===== config.mk =====
export PLATFORM = sky130hd
export DESIGN_NAME = cascade_irq_ctrl
export DESIGN_NICKNAME = d
export VERILOG_FILES = /design/src/rtl/irqc_pkg.sv /design/src/rtl/irqc_rst_sync.sv /design/src/rtl/irqc_regs.sv /design/src/rtl/irqc_prio.sv /design/src/rtl/irqc_out.sv /design/src/rtl/cascade_irq_ctrl.sv
export SDC_FILE = /design/constraint.sdc
export NUM_CORES = 1
export LEC_CHECK = 0
export ABC_AREA = 0
export BUFFER_PORTS_ARGS = -buffer_cell sky130_fd_sc_hd__buf_2
export CAP_MARGIN = 20
export CORE_AREA = 2 2 100 92
export DETAILED_ROUTE_END_ITERATION = 10
export DIE_AREA = 0 0 102 94
export PLACE_DENSITY = 0.75
export SLEW_MARGIN = 20
export SYNTH_ARGS = -nofsm -noshare
export SYNTH_HDL_FRONTEND = slang
export SYNTH_SLANG_ARGS = --single-unit

===== constraint.sdc =====
create_clock -name clk -period 2.1 [get_ports clk]
set_input_delay 0.105 -clock clk [delete_from_list [all_inputs] [get_ports clk]]
set_output_delay 0.105 -clock clk [all_outputs]
set_load 0.05 [all_outputs]

===== src/rtl/irqc_pkg.sv =====
package irqc_pkg;

  localparam int unsigned IRQC_AW = 2;
  localparam int unsigned IRQC_VW = 8;

  typedef enum logic [IRQC_AW-1:0] {
    OFS_PEND = 2'd0,
    OFS_ENA  = 2'd1,
    OFS_MSKD = 2'd2,
    OFS_RSVD = 2'd3
  } irqc_ofs_e;

  localparam logic [IRQC_VW-1:0] IRQC_NONE = 8'hFF;

endpackage


===== src/rtl/irqc_rst_sync.sv =====
module irqc_rst_sync #(
  parameter int unsigned STAGES = 2
) (
  input  logic clk,
  input  logic rst_n,
  output logic rst_sync_n
);

  logic [STAGES-1:0] sync_q;
  logic [STAGES-1:0] sync_d;

  always_comb begin
    sync_d = {sync_q[STAGES-2:0], 1'b1};
  end

  always_ff @(posedge clk or negedge rst_n) begin
    if (!rst_n) begin
      sync_q <= '0;
    end else begin
      sync_q <= sync_d;
    end
  end

  assign rst_sync_n = sync_q[STAGES-1];

endmodule


===== src/rtl/irqc_regs.sv =====
module irqc_regs
  import irqc_pkg::*;
#(
  parameter int unsigned N_SRC = 32
) (
  input  logic               clk,
  input  logic               rst_n,
  input  logic [N_SRC-1:0]   src_lvl,
  input  logic               bus_we,
  input  logic [IRQC_AW-1:0] bus_addr,
  input  logic [N_SRC-1:0]   bus_wdata,
  output logic [N_SRC-1:0]   pend_q,
  output logic [N_SRC-1:0]   ena_q,
  output logic [N_SRC-1:0]   mskd,
  output logic [N_SRC-1:0]   bus_rdata
);

  logic             ack_hit;
  logic             ena_hit;
  logic [N_SRC-1:0] ack_mask;
  logic [N_SRC-1:0] pend_d;
  logic             pend_ce;
  logic [N_SRC-1:0] ena_d;
  logic             ena_ce;

  // next-state: a high level input always overrides a clear in the same cycle
  always_comb begin
    ack_hit  = bus_we && (bus_addr == OFS_PEND);
    ena_hit  = bus_we && (bus_addr == OFS_ENA);
    ack_mask = ack_hit ? bus_wdata : '0;
    pend_d   = (pend_q & ~ack_mask) | src_lvl;
    pend_ce  = ack_hit || (|(src_lvl & ~pend_q));
    ena_d    = bus_wdata;
    ena_ce   = ena_hit;
  end

  always_ff @(posedge clk or negedge rst_n) begin
    if (!rst_n) begin
      pend_q <= '0;
    end else if (pend_ce) begin
      pend_q <= pend_d;
    end
  end

  always_ff @(posedge clk or negedge rst_n) begin
    if (!rst_n) begin
      ena_q <= '0;
    end else if (ena_ce) begin
      ena_q <= ena_d;
    end
  end

  assign mskd = pend_q & ena_q;

  always_comb begin
    unique case (irqc_ofs_e'(bus_addr))
      OFS_PEND: bus_rdata = pend_q;
      OFS_ENA:  bus_rdata = ena_q;
      OFS_MSKD: bus_rdata = mskd;
      default:  bus_rdata = '0;
    endcase
  end

endmodule


===== src/rtl/irqc_prio.sv =====
module irqc_prio #(
  parameter int unsigned N_SRC = 32,
  localparam int unsigned IW   = $clog2(N_SRC)
) (
  input  logic [N_SRC-1:0] mskd,
  output logic             any_pend,
  output logic [IW-1:0]    win_idx
);

  logic [N_SRC:0]   seen;
  logic [N_SRC-1:0] first;

  assign seen[0] = 1'b0;

  // walk from the most significant bit (source 0) downwards
  for (genvar g = 0; g < N_SRC; g++) begin : g_chain
    assign first[g]  = mskd[N_SRC-1-g] & ~seen[g];
    assign seen[g+1] = seen[g] | mskd[N_SRC-1-g];
  end

  always_comb begin
    win_idx = '0;
    for (int i = 0; i < N_SRC; i++) begin
      if (first[i]) begin
        win_idx = win_idx | IW'(i);
      end
    end
  end

  assign any_pend = seen[N_SRC];

endmodule


===== src/rtl/irqc_out.sv =====
module irqc_out
  import irqc_pkg::*;
#(
  parameter int unsigned N_SRC = 32,
  localparam int unsigned IW   = $clog2(N_SRC)
) (
  input  logic               clk,
  input  logic               rst_n,
  input  logic               any_pend,
  input  logic [IW-1:0]      win_idx,
  output logic               irq_req,
  output logic [IRQC_VW-1:0] irq_vec
);

  logic               req_q;
  logic               req_d;
  logic [IRQC_VW-1:0] vec_q;
  logic [IRQC_VW-1:0] vec_d;
  logic               out_ce;

  always_comb begin
    req_d  = any_pend;
    vec_d  = any_pend ? {{(IRQC_VW-IW){1'b0}}, win_idx} : IRQC_NONE;
    out_ce = (req_d != req_q) || (vec_d != vec_q);
  end

  always_ff @(posedge clk or negedge rst_n) begin
    if (!rst_n) begin
      req_q <= 1'b0;
      vec_q <= IRQC_NONE;
    end else if (out_ce) begin
      req_q <= req_d;
      vec_q <= vec_d;
    end
  end

  assign irq_req = req_q;
  assign irq_vec = vec_q;

endmodule


===== src/rtl/cascade_irq_ctrl.sv =====
module cascade_irq_ctrl
  import irqc_pkg::*;
#(
  parameter int unsigned N_SRC = 32
) (
  input  logic               clk,
  input  logic               rst_n,
  input  logic [N_SRC-1:0]   src_lvl,
  input  logic               bus_we,
  input  logic [IRQC_AW-1:0] bus_addr,
  input  logic [N_SRC-1:0]   bus_wdata,
  output logic [N_SRC-1:0]   bus_rdata,
  output logic               irq_req,
  output logic [IRQC_VW-1:0] irq_vec
);

  localparam int unsigned IW = $clog2(N_SRC);

  logic             rst_sync_n;
  logic [N_SRC-1:0] pend_q;
  logic [N_SRC-1:0] ena_q;
  logic [N_SRC-1:0] mskd;
  logic             any_pend;
  logic [IW-1:0]    win_idx;

  irqc_rst_sync #(.STAGES(2)) rst_i (
    .clk        (clk),
    .rst_n      (rst_n),
    .rst_sync_n (rst_sync_n)
  );

  irqc_regs #(.N_SRC(N_SRC)) regs_i (
    .clk       (clk),
    .rst_n     (rst_sync_n),
    .src_lvl   (src_lvl),
    .bus_we    (bus_we),
    .bus_addr  (bus_addr),
    .bus_wdata (bus_wdata),
    .pend_q    (pend_q),
    .ena_q     (ena_q),
    .mskd      (mskd),
    .bus_rdata (bus_rdata)
  );

  irqc_prio #(.N_SRC(N_SRC)) prio_i (
    .mskd     (mskd),
    .any_pend (any_pend),
    .win_idx  (win_idx)
  );

  irqc_out #(.N_SRC(N_SRC)) out_i (
    .clk      (clk),
    .rst_n    (rst_sync_n),
    .any_pend (any_pend),
    .win_idx  (win_idx),
    .irq_req  (irq_req),
    .irq_vec  (irq_vec)
  );

endmodule


# [Yosys cells after proc, flatten, opt, wreduce, memory -nomap -nowiden]
# Cells that the tools add are included.
[totals] reg_bits=75 wordCells=148 out_inout_bits=41 input_bits=69
[classes] n_mux=34 eq_ne=4 n_bitwise=99 n_reduce_logical=6
[ops] cell="bitwise AND 32 bit" n=3
[ops] cell="one-hot mux 32 bit (3 select lines)" n=1
[ops] cell="2-to-1 mux 5 bit" n=16
[ops] cell="NOT 32 bit" n=2
[ops] cell="2-to-1 mux 32 bit" n=1
[ops] cell="2-to-1 mux 4 bit" n=8
[ops] cell="bitwise OR 32 bit" n=1
[ops] cell="OR reduction 32 bit" n=1
[ops] cell="bitwise AND 1 bit" n=31
[ops] cell="NOT 1 bit" n=31
[ops] cell="bitwise OR 1 bit" n=31
[ops] cell="2-to-1 mux 3 bit" n=4
[ops] cell="2-to-1 mux 8 bit" n=1
[ops] cell="inequality test 8 bit" n=1
[ops] cell="2-to-1 mux 2 bit" n=2
[ops] cell="== test 2 x 1 -> 1 bit (second input constant)" n=1
[ops] cell="== test 2 bit (second input constant)" n=1
[ops] cell="logical AND 1 bit" n=2
[ops] cell="logical NOT 2 bit" n=1
[ops] cell="logical OR 1 bit" n=2
[ops] cell="2-to-1 mux 1 bit" n=1
[ops] cell="inequality test 1 bit" n=1

# [Logic depth before layout (Yosys ltp)]
# Gate-level depths: netlist of the first run.
[depth] word_depth=37 mapped_depth=8 depth_no_buf=6

# [By module]
# From an unflattened synthesis of the first run, not the netlist that was laid out.
[unflattened] hier_cells=429 hier_area_um2=4141.5
[by_module_without_submodules] module="irqc_regs" seq_area_each_um2=1601.5 n_inst=1 area_per_inst_um2=3445.8 cells_per_inst=339
[by_module_without_submodules] module="irqc_prio" seq_area_each_um2=0.0 n_inst=1 area_per_inst_um2=405.4 cells_per_inst=71
[by_module_without_submodules] module="irqc_out" seq_area_each_um2=182.7 n_inst=1 area_per_inst_um2=236.5 cells_per_inst=16
[by_module_without_submodules] module="irqc_rst_sync" seq_area_each_um2=50.0 n_inst=1 area_per_inst_um2=53.8 cells_per_inst=3

# [Worst setup path before layout of the first run]
# No wires, ideal clock.
[synth_timing] path_kind="reg-to-reg" start="reg regs_i.ena_q[31]" end="reg out_i.vec_q[3], in the netlist out_i.irq_vec[3]" arrival_time_ns=1.936 required_ns=2.034 stages_incl_launch_ff=7 period_less_slack_ns=2.001 n_path_buf=0 path_slack_ns=0.099 setup_ns=0.066 path_cell_list="dfrtp_1 -> a222oi_1 -> and4_4 -> nand3_4 -> or3_4 -> o221a_4 -> nand4_1"
[synth_between] elab_chain_cells=37 word_cells_on_any_way=129 cone_classes="eq/ne (2); mux (32); bitwise (94); reduce/logical (1)"
[synth_rtl] item="start: declaration" line_no="irqc_regs.sv:13" rtl="output logic [N_SRC-1:0] ena_q,"
[synth_rtl] item="start signal: assignment" line_no="irqc_regs.sv:49" rtl="ena_q <= ena_d;"
[synth_rtl] item="bitwise AND 32 bit (*)" line_no="irqc_regs.sv:53" rtl="assign mskd = pend_q & ena_q;"
[synth_rtl] item="NOT 1 bit / bitwise OR 1 bit (equally long branches)" line_no="irqc_prio.sv:17, irqc_prio.sv:18"
[synth_rtl] item="bitwise AND 1 bit (tied with other cells)" line_no="irqc_prio.sv:17" rtl="assign first[g] = mskd[N_SRC-1-g] & ~seen[g];"
[synth_rtl] item="2-to-1 mux 1 bit (tied with other cells)" line_no="irqc_prio.sv:24" rtl="if (first[i]) begin"
[synth_rtl] item="2-to-1 mux 2 bit (tied with other cells) (2 in a row)" line_no="irqc_prio.sv:24"
[synth_rtl] item="2-to-1 mux 3 bit (tied with other cells) (4 in a row)" line_no="irqc_prio.sv:24"
[synth_rtl] item="2-to-1 mux 4 bit (tied with other cells) (8 in a row)" line_no="irqc_prio.sv:24"
[synth_rtl] item="2-to-1 mux 5 bit (tied with other cells) (14 in a row)" line_no="irqc_prio.sv:24"
[synth_rtl] item="2-to-1 mux 5 bit / bitwise AND 1 bit (equally long branches)" line_no="irqc_prio.sv:24, irqc_prio.sv:17"
[synth_rtl] item="2-to-1 mux 5 bit" line_no="irqc_prio.sv:24"
[synth_rtl] item="2-to-1 mux 8 bit" line_no="irqc_out.sv:23" rtl="vec_d = any_pend ? {{(IRQC_VW-IW){1'b0}}, win_idx} : IRQC_NONE;"
[synth_rtl] item="inequality test 8 bit" line_no="irqc_out.sv:24" rtl="out_ce = (req_d != req_q) || (vec_d != vec_q);"
[synth_rtl] item="logical OR 1 bit" line_no="irqc_out.sv:24"
[synth_rtl] item="end signal: assignment" line_no="irqc_out.sv:33" rtl="vec_q <= vec_d;"
[synth_rtl] item="end: declaration" line_no="irqc_out.sv:17" rtl="logic [IRQC_VW-1:0] vec_q;"
# Mark *: on every way between the ends. The rest lies on a longest branch, timed or not.
# A chain may end at the register's enable or synchronous reset.

# [Worst setup path after layout of the first run]
[layout_timing] start="reg regs_i.pend_q[22]" end="reg out_i.vec_q[0], in the netlist out_i.irq_vec[0]"
[layout_between] elab_chain_cells=29 word_cells_on_any_way=96 cone_classes="eq/ne (2); mux (24); bitwise (69); reduce/logical (1)"
[layout_rtl] item="start: declaration" line_no="irqc_regs.sv:12" rtl="output logic [N_SRC-1:0] pend_q,"
[layout_rtl] item="start signal: assignment" line_no="irqc_regs.sv:41" rtl="pend_q <= pend_d;"
[layout_rtl] item="bitwise AND 32 bit (*)" line_no="irqc_regs.sv:53"
[layout_rtl] item="bitwise OR 1 bit" line_no="irqc_prio.sv:18" rtl="assign seen[g+1] = seen[g] | mskd[N_SRC-1-g];"
[layout_rtl] item="bitwise OR 1 bit / NOT 1 bit (equally long branches)" line_no="irqc_prio.sv:18, irqc_prio.sv:17"
[layout_rtl] item="NOT 1 bit (tied with other cells)" line_no="irqc_prio.sv:17"
[layout_rtl] item="bitwise AND 1 bit (tied with other cells)" line_no="irqc_prio.sv:17"
[layout_rtl] item="2-to-1 mux 4 bit (tied with other cells) (5 in a row)" line_no="irqc_prio.sv:24"
[layout_rtl] item="2-to-1 mux 5 bit (tied with other cells) (14 in a row)" line_no="irqc_prio.sv:24"
[layout_rtl] item="2-to-1 mux 5 bit / bitwise AND 1 bit (equally long branches)" line_no="irqc_prio.sv:24, irqc_prio.sv:17"
[layout_rtl] item="2-to-1 mux 5 bit" line_no="irqc_prio.sv:24"
[layout_rtl] item="2-to-1 mux 8 bit" line_no="irqc_out.sv:23"
[layout_rtl] item="inequality test 8 bit" line_no="irqc_out.sv:24"
[layout_rtl] item="logical OR 1 bit" line_no="irqc_out.sv:24"
# Marks and branches as above.

==> results of run 1 <==
-- critical path, cell delays in order, from the launching register on --
cell and delay (ns):
dfrtp_1 0.40, a222oi_1 0.47, and4_4 0.34, buf_12 0.11, nand3_4 0.07, or3_4 0.41
o221a_4 0.23, nand4_1 0.11
-- per-stage QoR --
| step | cells | utilization |
|---|---|---|
| after floorplan | 443 | - |
| after global placement | 693 | 0.5912 |
| after detailed placement | 693 | 0.5912 |
| after CTS | 756 | 0.6784 |
| after global routing | 769 | 0.7022 |
| final | 769 | 0.7022 |
-- state kept, by name, summed over array words and instances, names as in the netlist --
signal and count:
out_i.irq_req 1, rst_i.sync_q 2, regs_i.pend_q 32, regs_i.ena_q 32
out_i.irq_vec 6
-- area by class of cell --
class,instances,share of cell area
Multi-Input combinational cell,314,0.3451
Sequential cell,73,0.3090
Timing Repair Buffer,214,0.2576
Clock buffer,12,0.02603
Tap cell,119,0.02498
Inverter,33,0.02078
Clock inverter,4,0.01658
-- power by group through the flow --
stage	logic, mW	clock network (mW)	registers (mW)
3_5_place_dp	1.81	0	1.86
3_3_place_gp	1.79	0	1.84
6_report	2.15	1.42	1.84
2_1_floorplan	1.05	0	1.93
5_1_grt	2.27	1.49	1.87
4_1_cts	1.89	1.43	1.83
-- layout by cell type, fill, tap and decap left out, drive strengths merged, types with 2 or more instances in the layout --
cell,instances
a211oi,3
a21oi,4
a221oi,4
a222oi,4
a22o,33
a22oi,6
and3,2
buf,168
bufinv,3
clkbuf,14
dfrtp,67
dfstp,6
dlygate4sd3,44
inv,33
mux2,32
nand2,93
nand2b,2
nand3,15
nand4,10
nor2,3
nor2b,3
o21ai,67
o22ai,10
or3,2
-- cells by family after synthesis --
group,after synthesis,synth area share
compound gates,142,0.2384
simple gates,139,0.1604
mux,32,0.08953
buf+inv,56,0.05502
other cells,1,0.0009317
flops,73,0.4557
-- worst max path at each step --
stage	start	end	slack (ns)	cells after the start
floorplan	regs_i.ena_q[31]	out_i.irq_vec[3]	0.1	6
global route	regs_i.pend_q[30]	out_i.irq_vec[0]	-0.14	7
global placement	regs_i.pend_q[22]	out_i.irq_vec[0]	-0.26	6
finish	regs_i.pend_q[22]	out_i.irq_vec[0]	-0.10	7
CTS	regs_i.pend_q[22]	out_i.irq_vec[0]	-0.04	7
detailed placement	regs_i.pend_q[22]	out_i.irq_vec[0]	-0.25	6
-- metal layers --
layer	track usage	routed length (µm)
met1	0.4375	6503
met2	0.5110	7296
met3	0.06696	1281
met4	0.07111	266
met5	0	0
-- repair_timing --
action                                 4_1_cts  5_1_grt
endpoints found under the hold margin       44        1
setup endpoints to repair                   36       37
gates cloned                                 0        3
resized for setup                            5       16
hold buffers                                43        1
pin swaps                                    4       18
setup buffers                                4       10
==> flow_metrics.tcl, run 1 <==
set metrics [dict create \
    status "finished with violations" \
    violations "setup timing" \
    clkPwrFrac 0.263 \
    ant_nets 0 \
    setup_viol 3 \
    r2r-start "regs_i.pend_q[22]" \
    drt_iter0_drc 331 \
    required_ns 2.39 \
    power_mw 5.408 \
    numCtsBuffers 9 \
    final-seq-area_um2 1842 \
    dieArea_um2 9588 \
    clock_latency_ns 0.36 \
    dieWidth_um 102 \
    place_ws_ns -0.2474 \
    h-tree-depth 3 \
    pwr-share-comb 0.397 \
    synth_most_common_cell "nand2_1" \
    startpoint_type "flop" \
    multi_input_area_um2 2057 \
    worst-path-max-fanout 3 \
    fillers 667 \
    core_area_um2 8488 \
    holdWs_ns 0.01255 \
    vias 4426 \
    gp_congestion 0.9223 \
    portBuffers 109 \
    ys_top_cells_by_area "dfrtp_1 42%, mux2_2 9.0%, nand2_1 8.7%" \
    start_util 0.4742 \
    synth_cell_types 49 \
    viasPerCell 5.756 \
    swShare 0.3813 \
    globalRoute.totalOverflow 0 \
    switchingPower_mw 2.062 \
    area_growth_pct 48.09 \
    syn-instance-count 443 \
    final_layout_size_suffix_gt1_frac 0.3877 \
    drc 0 \
    routed_wl_um 15350 \
    min_to "regs_i.pend_q[29]" \
    yosysTopAreaCell "dfrtp_1" \
    yosys.area.top_type_share 0.4165 \
    grt_max_degree 72 \
    final.setup.tns_ns -0.2391 \
    pwr-share-seq 0.340 \
    hp-class "in2reg" \
    row_count 32 \
    min_period_over_period 1.050 \
    ios 110 \
    cts_tree "built" \
    reg2reg_slack_ns -0.10 \
    power.density_nw_per_um2 907.3 \
    ys_seq_area_frac 0.4557 \
    cap_violations 0 \
    wire_per_inst_um 19.96 \
    async_flop_share 1.000 \
    cts.clk_slew.worst_paths_ns 0.08 \
    slew_violations 0 \
    first_pass_iters 5 \
    max-vdd-ir-drop_uv 470.9 \
    root_buffer "clkbuf_8" \
    antenna_cells 0 \
    clock_path_buffers 2 \
    rsz0062_at_grt "yes" \
    first_global_vias 4248 \
    ys_top_cells_by_count "93 x nand2_1, 67 x dfrtp_1, 67 x o21ai_0, 33 x a22o_1, 33 x inv_1" \
    final_area_um2 5961 \
    crit_arrival_ns 2.49 \
    period_needed_ns 2.205 \
    hold_violations 0 \
    synth_top_flop_cell "dfrtp_1" \
    setup_ws_ns -0.1047 \
    fmax_mhz 453.6 \
    min_from "src_lvl[29]" \
    worstRegToRegCells 7 \
    power.leakage_nw 2.829 \
    syn_nets 512 \
    cp-end-kind "flop" \
    grt_util_all_layers 0.3165 \
    hpwl_um 10000 \
    synth.cell_area_um2 4025 \
    path_class "reg2reg" \
    timing.rr.end "out_i.irq_vec[0]" \
    worstHoldPathCells 2 \
    fin_nets 714 \
    postSynthAreaPerCell_um2 9.086 \
    synth_edf_count 0 \
    p_int_mw 3.346 \
    skew_ns 0.01739 \
    cts.sinks 73 \
    dieHeight_um 94 \
    ys_ff_latch 73 \
    grt_pass1_wl_um 22740 \
    antenna_found_initial 0 \
    place_area_um2 5019 \
    yosysWarnings 0 \
]
Power figures use the tool's default switching activity.
==> inputs of run 2 (changes only) <==
--- a/config.mk
+++ b/config.mk
@@ -8,11 +8,12 @@
 export ABC_AREA = 0
 export BUFFER_PORTS_ARGS = -buffer_cell sky130_fd_sc_hd__buf_2
 export CAP_MARGIN = 20
-export CORE_AREA = 2 2 100 92
+export CORE_AREA = 2 2 101 94
 export DETAILED_ROUTE_END_ITERATION = 10
-export DIE_AREA = 0 0 102 94
-export PLACE_DENSITY = 0.75
+export DIE_AREA = 0 0 103 96
+export PLACE_DENSITY = 0.74
 export SLEW_MARGIN = 20
 export SYNTH_ARGS = -nofsm -noshare
 export SYNTH_HDL_FRONTEND = slang
+export SYNTH_HIERARCHICAL = 1
 export SYNTH_SLANG_ARGS = --single-unit
==> run 2 against run 1 <==
The flow now finishes without violations. Clock power about the same. Clock-buffer cell count unchanged. Clock skew down 0.0068 ns. Fmax is 12% higher.
==> flow_metrics.tcl, run 2 <==
set metrics [dict create \
    power.density_nw_per_um2 847.1 \
    postCtsSetupBuffers 0 \
    slew_violations 0 \
    cap_violations 0 \
    antenna_cells 0 \
    cts_tree "built" \
    dieArea_um2 9888 \
    grt_max_degree 72 \
    path_class "reg2reg" \
    ant_nets 0 \
    final_layout_size_suffix_gt1_frac 0.3138 \
    syn_nets 498 \
    numCtsBuffers 9 \
    slew_headroom 0.3878 \
    critPathTopFamily "simple AND/OR/NAND/NOR gates" \
    first_pass_iters 4 \
    synth_edf_count 0 \
    wire_per_inst_um 14.69 \
    crit_chain "nand2_1, inv_1, or4_4, nand2b_4, nor4_4, o31ai_1, o211ai_1, nand2b_1" \
    slowest_delay_ns 0.54 \
    first_global_vias 3594 \
    final_common_cell "buf_2" \
    min_period_over_period 0.9376 \
    root_buffer "clkbuf_8" \
    postSynthAreaPerCell_um2 9.654 \
    drc 0 \
    syn-instance-count 429 \
    routed_wl_um 10320 \
    status "completed" \
    skew_ns 0.01057 \
    grt_util_all_layers 0.2102 \
    cts.clk_slew.worst_paths_ns 0.08 \
    setup_viol 0 \
    start_util 0.4687 \
    gp_congestion 0.8302 \
    rsz0062_at_grt "no" \
    area_growth_pct 31.21 \
    h-tree-depth 3 \
    yosysTopAreaCell "dfrtp_1" \
    async_flop_share 1.000 \
    crit_arrival_ns 2.25 \
    viasPerCell 5.098 \
    vias 3579 \
    synth.cell_area_um2 4141 \
    drt_iter0_drc 152 \
    clock_path_buffers 2 \
    hpwl_um 7314 \
    fin_util 0.6150 \
    core_area_um2 8836 \
    dieWidth_um 103 \
    power.leakage_nw 2.782 \
    tightest_slew_ns 0.9183 \
    portBuffers 109 \
    yosys.area.top_type_share 0.4048 \
    max-vdd-ir-drop_uv 434.8 \
    synth_cell_types 38 \
    fmax_mhz 507.9 \
    hold_violations 0 \
    clock_latency_ns 0.34 \
    crit_buf_inv 1 \
    ys_top_cells_by_area "dfrtp_1 40%, mux2_4 11%, mux2i_1 7.5%" \
    final_cell_mix "109 x buf_2, 67 x inv_1, 66 x dfrtp_1" \
    fillers 741 \
    ys_seq_area_frac 0.4429 \
    dieHeight_um 96 \
    fin_nets 644 \
    ys_ff_latch 73 \
    cp-end-kind "flop" \
    hp-class "in2reg" \
    final.setup.tns_ns 0 \
    row_count 33 \
    yosysWarnings 6 \
    timing.critical_path.slowest_stage_cell "or4_4" \
    required_ns 2.38 \
    ys_top_cells_by_count "67 x dfrtp_1, 67 x inv_1, 47 x nor2_1, 38 x nand2_1, 32 x a31oi_1" \
    cts.sinks 73 \
    antenna_found_initial 0 \
    grt_pass1_wl_um 16220 \
    worst-path-max-fanout 5 \
    synth_top_flop_cell "dfrtp_1" \
    startpoint_type "flop" \
    period_needed_ns 1.969 \
    ios 110 \
    globalRoute.totalOverflow 0 \
]
run 2: stage by stage:
stage               worst slack (ns)  total power, mW  std cells  instance area [µm²]  hold WS [ns]
finish                        0.1311            4.603        702                 5434       0.01313
global route                 0.03758            4.815        702                 5434      0.009819
CTS                          0.08641            4.620        702                 5409     0.0005323
detailed placement            0.1246            3.148        648                 4766       -0.1080
global placement              0.2092            3.112        648                 4766       -0.1105
floorplan                     0.3035            2.799        429                 4143       -0.1906
run 2: what timing repair did:
action                                  4_1_cts  5_1_grt
hold buffers                                 38        0
endpoints found under the setup margin        0        7
gates resized for setup                       0        4
hold endpoints to repair                     46        0
run 2: final cells by class:
cell class | instances | area, µm² | area share
Inverter | 67 | 251.5 | 0.04628
Clock inverter | 4 | 97.59 | 0.01796
Timing Repair Buffer | 155 | 985.9 | 0.1814
Tap cell | 122 | 152.6 | 0.02809
Multi-Input combinational cell | 269 | 1943 | 0.3576
Clock buffer | 12 | 165.2 | 0.03039
Sequential cell | 73 | 1838 | 0.3382
run 2: worst reg2reg max path, stage by stage, from the launching register on:
cell	delay (ns)
dfrtp_1	0.40
nand2_1	0.09
inv_1	0.08
or4_4	0.54
nand2b_4	0.17
nor4_4	0.24
o31ai_1	0.13
o211ai_1	0.12
nand2b_1	0.13
run 2: kinds of logic (layout without fill, tap and decap cells):
| family | Yosys count | in the layout | share of synthesized area |
|---|---|---|---|
| AND/OR/NAND/NOR | 124 | 124 | 0.1492 |
| buffers and inverters | 87 | 238 | 0.09547 |
| AO/OA/AOI/OAI | 81 | 81 | 0.1224 |
| flip-flops | 73 | 73 | 0.4429 |
| multiplexers | 63 | 63 | 0.1891 |
| other | 1 | 1 | 0.0009055 |
run 2: report_power, final:
group	leakage (nW)	switching, mW	total, mW	internal [mW]
clock network	0.129	0.529	1.42	0.887
registers	0.764	0.141	1.71	1.57
logic	1.89	0.914	1.48	0.561
run 2: worst paths after layout:
check	from	end	slack (ns)	depth (start not counted)
worst max register to register	regs_i/ena_q[23]	out_i/irq_vec[0]	0.13	8
min in group asynchronous	rst_n	rst_i/sync_q[1]	0.06	2
worst max-delay path	regs_i/ena_q[23]	out_i/irq_vec[0]	0.13	8
worst min-delay path	bus_wdata[29]	regs_i/ena_q[29]	0.01	2
worst min register to register	rst_i/sync_q[0]	rst_i/sync_q[1]	0.36	0
max in group asynchronous	rst_i/sync_q[1]	regs_i/pend_q[12]	1.02	0
run 2: per-layer routing:
metal  routed length, µm  GRT usage
met3                 431    0.03413
met5                   0          0
met2                5020     0.3588
met4                 116    0.07675
met1                4747     0.2695
==> inputs of run 3 (changes only) <==
--- a/config.mk
+++ b/config.mk
@@ -6,12 +6,12 @@
 export NUM_CORES = 1
 export LEC_CHECK = 0
 export ABC_AREA = 0
-export BUFFER_PORTS_ARGS = -buffer_cell sky130_fd_sc_hd__buf_2
 export CAP_MARGIN = 20
-export CORE_AREA = 2 2 101 94
+export CORE_AREA = 5 5 96 89
 export DETAILED_ROUTE_END_ITERATION = 10
-export DIE_AREA = 0 0 103 96
-export PLACE_DENSITY = 0.74
+export DIE_AREA = 0 0 101 94
+export DONT_BUFFER_PORTS = 1
+export PLACE_DENSITY = 0.73
 export SLEW_MARGIN = 20
 export SYNTH_ARGS = -nofsm -noshare
 export SYNTH_HDL_FRONTEND = slang
==> run 3 against run 2 <==
Sequential share of layout area down 0.062 points. First-iteration DRC count down 13%. Non-clock buffer count down 43. Highest routed layer unchanged.
==> flow_metrics.tcl, run 3 (synthesis gave the netlist of run 2 again) <==
set metrics [dict create \
    path_class "reg2reg" \
    ant_nets 0 \
    timing.critical_path.slowest_stage_cell "or4_4" \
    fin_nets 601 \
    power.density_nw_per_um2 847.3 \
    slew_headroom 0.5159 \
    rsz0062_at_grt "yes" \
    grt_pass1_wl_um 16910 \
    tightest_slew_ns 0.7279 \
    place_ws_ns 0.1359 \
    slew_violations 0 \
    dieArea_um2 9494 \
    reg2reg_slack_ns 0.10 \
    max-vdd-ir-drop_uv 562.5 \
    hold_violations 0 \
    fin_cells 633 \
    ios 110 \
    skew_ns 0.003723 \
    required_ns 2.39 \
    hpwl_um 6455 \
    fmax_mhz 501.0 \
    h-tree-depth 3 \
    start_util 0.5601 \
    dpl.cell_count 542 \
    wire_per_inst_um 16.60 \
    cts.sinks 73 \
    antenna_found_initial 0 \
    crit_chain "nand2_2, inv_2, or4_4, nand2b_4, nor4_4, o31ai_2, o211ai_1, nand2b_1" \
    first_global_vias 3506 \
    place_area_um2 4415 \
    min_period_over_period 0.9504 \
    routed_wl_um 10510 \
    cts_tree "built" \
    row_count 30 \
    dieWidth_um 101 \
    viasPerCell 5.379 \
    globalRoute.totalOverflow 0 \
    setup_ws_ns 0.1041 \
    portBuffers 0 \
    final_common_cell "dlygate4sd3_1" \
    startpoint_type "flop" \
    antenna_cells 0 \
    status "completed" \
    slowest_delay_ns 0.52 \
    area_growth_pct 31.27 \
    dieHeight_um 94 \
    core_area_um2 7395 \
    crit_arrival_ns 2.28 \
    final_layout_size_suffix_gt1_frac 0.2142 \
    numCtsBuffers 9 \
    critPathTopFamily "simple AND/OR/NAND/NOR gates" \
    first_pass_iters 4 \
    grt_util_all_layers 0.2270 \
    vias 3405 \
    worst-path-max-fanout 5 \
    crit_buf_inv 1 \
    drt_iter0_drc 133 \
    clock_path_buffers 2 \
    gp_congestion 0.8356 \
    grt_max_degree 72 \
    cp-end-kind "flop" \
    hp-class "reg2async" \
    setup_viol 0 \
    drc 0 \
    final_cell_mix "67 x dlygate4sd3_1, 66 x dfrtp_1, 65 x inv_1" \
    root_buffer "clkbuf_8" \
    cts.clk_slew.worst_paths_ns 0.08 \
    period_needed_ns 1.996 \
    cap_violations 0 \
    final_area_um2 5436 \
    power.leakage_nw 2.568 \
    clock_latency_ns 0.34 \
]
==> run 3: changes by cell type in the layout (fill, tap and decap cells not counted), sizes merged <==
cell / delta
buf: -72
dlygate4sd3: +29
==> run 3: worst paths after layout <==
| check | from | endpoint | cells past startpoint |
|---|---|---|---|
| setup / recovery | regs_i/ena_q[22] | out_i/irq_vec[0] | 8 |
| hold / removal | rst_i/sync_q[1] | regs_i/pend_q[26] | 1 |
| setup reg to reg | regs_i/ena_q[22] | out_i/irq_vec[0] | 8 |
| hold reg to reg | rst_i/sync_q[1] | regs_i/pend_q[26] | 1 |
| max in group asynchronous | rst_n | rst_i/sync_q[1] | 2 |
| min in group clk | rst_i/sync_q[0] | rst_i/sync_q[1] | 0 |
==> run 3: final cells by class <==
cell class              count  area, µm²
repair buffers            112       1021
fillers                   533       1958
flip-flops and latches     73       1836
clock buffers              12      165.2
inverters                  67      251.5
well taps                  96      120.1
multi-input cells         269       1946
clock inverters             4      97.59
==> run 3: routing by layer <==
layer	global-route usage	share of wire	up-vias
li1	-	-	1679
met3	0.05494	0.058	12
met4	0.06534	0.0078	0
met5	0	0	-
met2	0.3904	0.50	85
met1	0.2831	0.43	1629
==> run 3: per-stage QoR <==
stage          utilization   TNS, ns  power [mW]  hold slack [ns]
2_1_floorplan            -         0       2.799          -0.1906
3_3_place_gp        0.5971         0       3.042          -0.1905
3_5_place_dp        0.5971         0       3.076          -0.1906
4_1_cts             0.7234         0       4.597           0.3152
5_1_grt             0.7352  -0.03584       4.838           0.3361
6_report            0.7352         0       4.606           0.2880
==> run 3: power by group <==
group	internal [mW]	switching (mW)	total (mW)
registers	1.57	0.173	1.75
logic	0.606	0.839	1.45
clock network	0.887	0.528	1.42
total	3.07	1.54	4.61
==> run 3: what timing repair did <==
action                                 in CTS  in global routing
setup endpoints to repair                   0                  7
resized for setup                           0                  9
endpoints found under the hold margin      66                  0
hold buffers                               67                  0
setup buffers                               0                  8
